`src/rtl/lul_pkg.sv`:
```
package lul_pkg;
  typedef enum logic [1:0] {
    LIM_OFF  = 2'b00,
    LIM_M11  = 2'b01,
    LIM_M6   = 2'b10,
    LIM_M1P5 = 2'b11
  } limSel_e;

  typedef struct packed {
    logic    clampEn;
    limSel_e selCode;
  } limStrobe_t;
endpackage

```
`src/rtl/lul_ctrl.sv`:
```
module lul_ctrl
  import lul_pkg::*;
(
  input  logic       clk,
  input  logic       rstN,
  input  logic       activeIn,
  input  logic       interpEnIn,
  input  logic [1:0] limitSelIn,
  output limStrobe_t strobes
);
  logic    prevActive;
  limSel_e heldSel;
  limSel_e effSel;
  logic    lineStart;

  assign lineStart = activeIn && !prevActive;

  always_comb begin
    effSel = lineStart ? limSel_e'(limitSelIn) : heldSel;
    strobes.selCode = effSel;
    strobes.clampEn = activeIn && interpEnIn && (effSel != LIM_OFF);
  end

  always_ff @(posedge clk) begin
    if (!rstN) begin
      prevActive <= 1'b0;
      heldSel    <= LIM_OFF;
    end else begin
      prevActive <= activeIn;
      if (lineStart) heldSel <= limSel_e'(limitSelIn);
    end
  end

  // the code in force stays fixed for the rest of a line
  p_hold_r8: assert property (@(posedge clk) disable iff (!rstN)
    (activeIn && prevActive) |=> (!activeIn || !$past(activeIn) || effSel == $past(effSel)));
endmodule

```
`src/rtl/lul_datapath.sv`:
```
module lul_datapath
  import lul_pkg::*;
#(
  parameter int DATA_W     = 10,
  parameter int FLOOR_M11  = 163,
  parameter int FLOOR_M6   = 198,
  parameter int FLOOR_M1P5 = 229
) (
  input  logic              clk,
  input  logic              rstN,
  input  limStrobe_t        strobes,
  input  logic [DATA_W-1:0] lumaIn,
  input  logic [DATA_W-1:0] cbIn,
  input  logic [DATA_W-1:0] crIn,
  input  logic              activeIn,
  input  logic              hsyncIn,
  input  logic              vsyncIn,
  output logic [DATA_W-1:0] lumaOut,
  output logic [DATA_W-1:0] cbOut,
  output logic [DATA_W-1:0] crOut,
  output logic              activeOut,
  output logic              hsyncOut,
  output logic              vsyncOut
);
  localparam logic [DATA_W-1:0] F11 = DATA_W'(FLOOR_M11);
  localparam logic [DATA_W-1:0] F6  = DATA_W'(FLOOR_M6);
  localparam logic [DATA_W-1:0] F15 = DATA_W'(FLOOR_M1P5);

  logic [DATA_W-1:0] floorCode;
  logic [DATA_W-1:0] lumaNext;
  logic              belowFloor;

  always_comb begin
    case (strobes.selCode)
      LIM_M11:  floorCode = F11;
      LIM_M6:   floorCode = F6;
      LIM_M1P5: floorCode = F15;
      default:  floorCode = '0;
    endcase
    belowFloor = lumaIn < floorCode;
    lumaNext   = (strobes.clampEn && belowFloor) ? floorCode : lumaIn;
  end

  always_ff @(posedge clk) begin
    if (!rstN) begin
      lumaOut   <= '0;
      cbOut     <= '0;
      crOut     <= '0;
      activeOut <= 1'b0;
      hsyncOut  <= 1'b0;
      vsyncOut  <= 1'b0;
    end else begin
      lumaOut   <= lumaNext;
      cbOut     <= cbIn;
      crOut     <= crIn;
      activeOut <= activeIn;
      hsyncOut  <= hsyncIn;
      vsyncOut  <= vsyncIn;
    end
  end

  // a clamped sample never leaves below the floor in force
  p_floor_r5: assert property (@(posedge clk) disable iff (!rstN)
    strobes.clampEn |=> lumaOut >= $past(floorCode));

  // without the clamp strobe the luma is passed on as it came
  p_passthru_r6: assert property (@(posedge clk) disable iff (!rstN)
    !strobes.clampEn |=> lumaOut == $past(lumaIn));

  // the active flag and the luma leave in the same cycle
  p_latency_r2: assert property (@(posedge clk) disable iff (!rstN)
    1'b1 |=> activeOut == $past(activeIn));

  // code 00 never raises the clamp strobe
  p_off_r3: assert property (@(posedge clk) disable iff (!rstN)
    (strobes.selCode == LIM_OFF) |-> !strobes.clampEn);
endmodule

```
`src/rtl/lumaUndershootLimiter.sv`:
```
module lumaUndershootLimiter
  import lul_pkg::*;
#(
  parameter int DATA_W     = 10,
  parameter int FLOOR_M11  = 163,
  parameter int FLOOR_M6   = 198,
  parameter int FLOOR_M1P5 = 229
) (
  input  logic              clk,
  input  logic              rstN,
  input  logic [DATA_W-1:0] lumaIn,
  input  logic [DATA_W-1:0] cbIn,
  input  logic [DATA_W-1:0] crIn,
  input  logic              activeIn,
  input  logic              hsyncIn,
  input  logic              vsyncIn,
  input  logic              interpEnIn,
  input  logic [1:0]        limitSelIn,
  output logic [DATA_W-1:0] lumaOut,
  output logic [DATA_W-1:0] cbOut,
  output logic [DATA_W-1:0] crOut,
  output logic              activeOut,
  output logic              hsyncOut,
  output logic              vsyncOut
);
  limStrobe_t strobes;

  lul_ctrl u_ctrl (
    .clk(clk), .rstN(rstN), .activeIn(activeIn), .interpEnIn(interpEnIn),
    .limitSelIn(limitSelIn), .strobes(strobes)
  );

  lul_datapath #(
    .DATA_W(DATA_W), .FLOOR_M11(FLOOR_M11), .FLOOR_M6(FLOOR_M6), .FLOOR_M1P5(FLOOR_M1P5)
  ) u_dp (
    .clk(clk), .rstN(rstN), .strobes(strobes),
    .lumaIn(lumaIn), .cbIn(cbIn), .crIn(crIn),
    .activeIn(activeIn), .hsyncIn(hsyncIn), .vsyncIn(vsyncIn),
    .lumaOut(lumaOut), .cbOut(cbOut), .crOut(crOut),
    .activeOut(activeOut), .hsyncOut(hsyncOut), .vsyncOut(vsyncOut)
  );
endmodule

```
`config.mk`:
```
export PLATFORM = sky130hd
export DESIGN_NAME = lumaUndershootLimiter
export DESIGN_NICKNAME = d
export VERILOG_FILES = /design/src/rtl/lul_pkg.sv /design/src/rtl/lul_ctrl.sv /design/src/rtl/lul_datapath.sv /design/src/rtl/lumaUndershootLimiter.sv
export SDC_FILE = /design/constraint.sdc
export NUM_CORES = 1
export LEC_CHECK = 0
export BUFFER_PORTS_ARGS = -buffer_cell sky130_fd_sc_hd__buf_2
export CAP_MARGIN = 20
export CORE_UTILIZATION = 38
export DETAILED_ROUTE_END_ITERATION = 10
export GPL_ROUTABILITY_DRIVEN = 1
export PLACE_DENSITY = 0.74
export SETUP_SLACK_MARGIN = 0.1
export SYNTH_ARGS = -nofsm -noshare
export SYNTH_HDL_FRONTEND = slang
export SYNTH_SLANG_ARGS = --single-unit
```
`constraint.sdc`:
```
create_clock -name clk -period 2 [get_ports clk]
set_input_delay 0 -clock clk [delete_from_list [all_inputs] [get_ports clk]]
set_output_delay 0 -clock clk [all_outputs]
set_load 0.02 [all_outputs]
```
# --- Word level (Yosys, flattened, before mapping) ---
# Cells that the tools add are included.
classes:
  add_sub_neg: 0
  muxes: 3
  div_mod_pow: 0
  bitwise: 0
  n_lt_le_gt_ge: 1
  n_reduce_logical: 6
  eq_ne: 3
  shift: 0
  mul: 0
ops:
  columns: ["operator", "n"]
  rows:
  - ["case mux 8 bit (3 select lines)", 1]
  - ["< comparator 10 x 8 -> 1 bit", 1]
  - ["two-way mux 10 bit", 1]
  - ["== test 2 bit (second input constant)", 2]
  - ["logical AND 1 bit", 4]
  - ["== test 2 x 1 -> 1 bit (second input constant)", 1]
  - ["two-way mux 2 bit", 1]
  - ["nonzero test 2 bit", 1]
  - ["zero test 1 bit", 1]
word_totals:
  in_bits: 38
  mem_bits_ro: 0
  regBits: 35
  output_inout_bits: 33
  ram_bits: 0
  latchBits: 0
  mem_count: 0

# --- Logic depth before layout (Yosys ltp) ---
logic_depth:
  ltp_word: 8
  mapped_depth: 9
  mapped_depth_nobuf: 9

# --- Hierarchy ---
# A second synthesis with hierarchy kept.
unflattened:
  cells_unflattened: 116
  hier_area_um2: 1331.3
modules_own_cells:
  columns: ["module", "instances", "cells_each", "area_per_inst_um2"]
  rows:
  - ["lul_datapath", 1, 103, 1186.1]
  - ["lul_ctrl", 1, 13, 145.1]

# --- Least setup slack after synthesis ---
# Ideal clock, no wire load.
synth_path:
  path_type: "register to register"
  from: "register, netlist name u_dp.activeOut"
  to: "register u_dp.lumaOut[6]"
  synth_period_minus_slack_ps: 2356
  path_stages_with_launch: 9
  n_path_buf: 0
  t_arrival_ps: 2236
  setup_slack_ps: -356
  cell_sequence: "dfxtp_1 nand2b_4 mux2i_1 ha_1 ha_1 nand4_1 or3_4 o31a_4 mux2i_1"
synth_lines:
  columns: ["element", "line_no", "rtl"]
  rows:
  - ["end signal: assignment", "lul_datapath.sv:53", "lumaOut <= lumaNext;"]
  - ["end: declaration", "lul_datapath.sv:18", "output logic [DATA_W-1:0] lumaOut,"]

==> results.tsv <==
metric	value	unit
run status	finished, violations left	
failing checks	negative setup slack	
worst skew pair latency	330	ps
Switching Fraction	26.4	%
Layout Area Growth over Synthesis	72.1	%
Seq/Total Area, Yosys	55.9	%
reg-to-reg endpoint	u_dp.lumaOut[0]	
hold slack	155	ps
Worst Clk Skew	3.78	ps
Die Wd	59.4	um
clock share of power	29.2	%
fin cells	266	
GRT overflow	0	
Core Region	3080	um^2
CP Buf/Inv Count	0	
CP peak stage delay	360	ps
H-tree levels	2	
Max Slew Vio Count	0	
RR Startpoint	u_dp.activeOut	
initial antenna violation count	0	
DRT Pass-1 Iters	4	
crit-path cells	nand2b_4 > mux2i_4 > ha_2 > ha_4 > nand4_1 > or3_4 > o31ai_4 > mux2i_1	
hold_sp	lumaIn[4]	
worst vdd ir	479	uV
WL per Instance	11.7	um
Pleak	1.05	nW
Worst Hold Class	in2reg	
Yosys cell types	21	
first-pass GRT wire length	4.70	mm
crit path time final	2200	ps
Setup WS post-layout	-202	ps
CTS buffer count	5	
Hold Path End	u_dp.lumaOut[2]	
Placer Congestion	0.806	
worst reg2reg path depth	8	
pin count of the biggest net entering global routing	38	
r2r setup slk	-200	ps
setup violators final	9	
# rows	20	
vias	1134	
detailed-route DRC error count	0	
Detailed Place HPWL	2.05	mm
Critical Path AT	2470	ps
period utilisation layout	110	%
Final Hold Violating Endpoints	0	
share of layout cells above drive strength 1	44.1	%
Root Buffer Master	clkbuf_4	
synth warn	0	
Max Clock Freq	0.454	GHz
post-synthesis cell count	107	
top_reg_cell synth	dfxtp_1	
Switching Power	0.000399	W
Mean Syn Cell Area	11.7	um^2
slowest CP cell	or3_4	
cell family with most CP delay	simple AND/OR/NAND/NOR gates	
post-synth design cell area	1250	um^2
Via density	4.26	
vias in the first global route	1074	
violation count after the first detailed-route iteration	31	
P per Cell Area	699	nW/um^2
WP depth	8	
worst slew pin tran	499	ps
power share of the combinational group	21.4	%
Starting Density	40.7	%
final WL	3.11	mm
number of synthesized register bits	35	
Crit. End Element	flop	
CTS Sinks	35	
fin nets	266	
Setup CP Type	reg2reg	
Critical Path Source Type	flop	
crit path max fanout	5	
Async SR Flop Fraction	0	%
number of flops mapped to enable cells by yosys	0	
cell total after placement	225	
syn nets	152	
worst hold path depth	4	
max cap viols	0	
Worst-path clk slew	110	ps
clk buf depth	2	
Die Area	3530	um^2
Reg power frac	49.5	%
Die Y	59.4	um
CTS tree	yes	
Routed Antenna Nets	0	
Tot GR Track Use	18.6	%
Ports	71	
Port Buf Inserts	70	
Slew headroom	66.7	%
cell internal pwr	0.00111	W
critical path required time	2270	ps
# diodes	0	
RSZ-0062 raised after global routing	true	
[worst max-delay path by stage]
stage | start | to | slack (ps)
6_report | u_dp.activeOut | u_dp.lumaOut[0] | -200
5_1_grt | u_dp.activeOut | u_dp.lumaOut[0] | -260
4_1_cts | u_dp.activeOut | u_dp.lumaOut[0] | -170
3_5_place_dp | u_dp.activeOut | u_dp.lumaOut[6] | -150
3_3_place_gp | u_dp.activeOut | u_dp.lumaOut[0] | -110
2_1_floorplan | u_dp.activeOut | u_dp.lumaOut[5] | -150
[cell usage in the layout, fill, tap and decap left out, types with 2 or more instances in the layout]
master,count
dfxtp_1,34
dlygate4sd3_1,33
inv_1,3
and2_1,24
and3_1,3
nand2_1,8
clkbuf_4,5
mux2i_4,2
nand2b_1,4
buf_4,7
buf_2,70
mux2i_1,6
ha_1,5
clkbuf_8,2
[registers in the layout, summed over array words and instances, names as in the netlist]
register	flops
u_dp.cbOut	10
u_dp.crOut	10
u_dp.lumaOut	10
u_ctrl.heldSel	2
u_dp.activeOut	1
u_dp.hsyncOut	1
u_dp.vsyncOut	1
[area by class of cell]
type	instances	area, um^2
flip-flops and latches	35	702
repair buffers	110	733
well taps	44	55.1
clock buffers	7	65.1
inverters	3	11.3
multi-input cells	66	582
clock inverters	1	7.51
fillers	248	922
[cell families after synthesis]
| kind of cell | count (synthesis) | synth area share (%) |
|---|---|---|
| flip-flops | 35 | 55.9 |
| AND/OR/NAND/NOR | 46 | 22.9 |
| AO/OA/AOI/OAI | 4 | 4.20 |
| buffers and inverters | 6 | 1.80 |
| adder cells (fa/ha/maj) | 7 | 6.99 |
| multiplexers | 9 | 8.19 |
[power groups by stage]
stage	Clock (W)	Combinational [W]	Sequential, W
6_report	0.000440	0.000322	0.000746
3_3_place_gp	0	0.000257	0.000760
2_1_floorplan	0	0.0000990	0.000810
5_1_grt	0.000494	0.000348	0.000750
4_1_cts	0.000452	0.000316	0.000745
3_5_place_dp	0	0.000265	0.000761
[Yosys cell counts (3+ instances only)]
cell / count / area [um^2]
dfxtp_1: 35 / 701
nand2b_1: 4 / 25.0
inv_1: 3 / 11.3
and3_1: 3 / 18.8
nand2_1: 8 / 30.0
ha_1: 7 / 87.6
clkbuf_1: 3 / 11.3
mux2i_1: 8 / 80.1
and2_1: 24 / 150
[worst reg2reg max path, delay by kind of cell, from the launching register on]
kind	cells	cell delay, ps
AO/OA/AOI/OAI	1	300
adder cells (fa/ha/maj)	2	480
flip-flops	1	330
multiplexers	2	420
AND/OR/NAND/NOR	3	600
[per-layer routing]
layer | vias up | wire (um) | track usage (%)
met1 | 512 | 1250 | 18.9
met2 | 38 | 1670 | 35.0
met4 | 0 | 36 | 8.16
met3 | 5 | 155 | 5.24
met5 | - | 0 | 0
li1 | 579 | - | -
[timing repair]
action	in CTS	in global routing
endpoints found under the hold margin	33	0
hold buffers	33	0
pin swaps	3	0
setup endpoints to repair	9	9
setup buffers	0	0
resized for setup	0	2
[stage by stage]
stage          setup WS [ps]  util, %  power [W]  area (um^2)  TNS [ps]
4_1_cts                 -169     69.6    0.00151         2140     -1350
3_5_place_dp            -153     56.5    0.00103         1740     -1180
3_3_place_gp            -115     56.5    0.00102         1740      -814
5_1_grt                 -260     70.0    0.00159         2160     -2150
2_1_floorplan           -152        -   0.000909         1290     -1110
6_report                -202     70.0    0.00151         2160     -1530
Power figures use the tool's default switching activity.
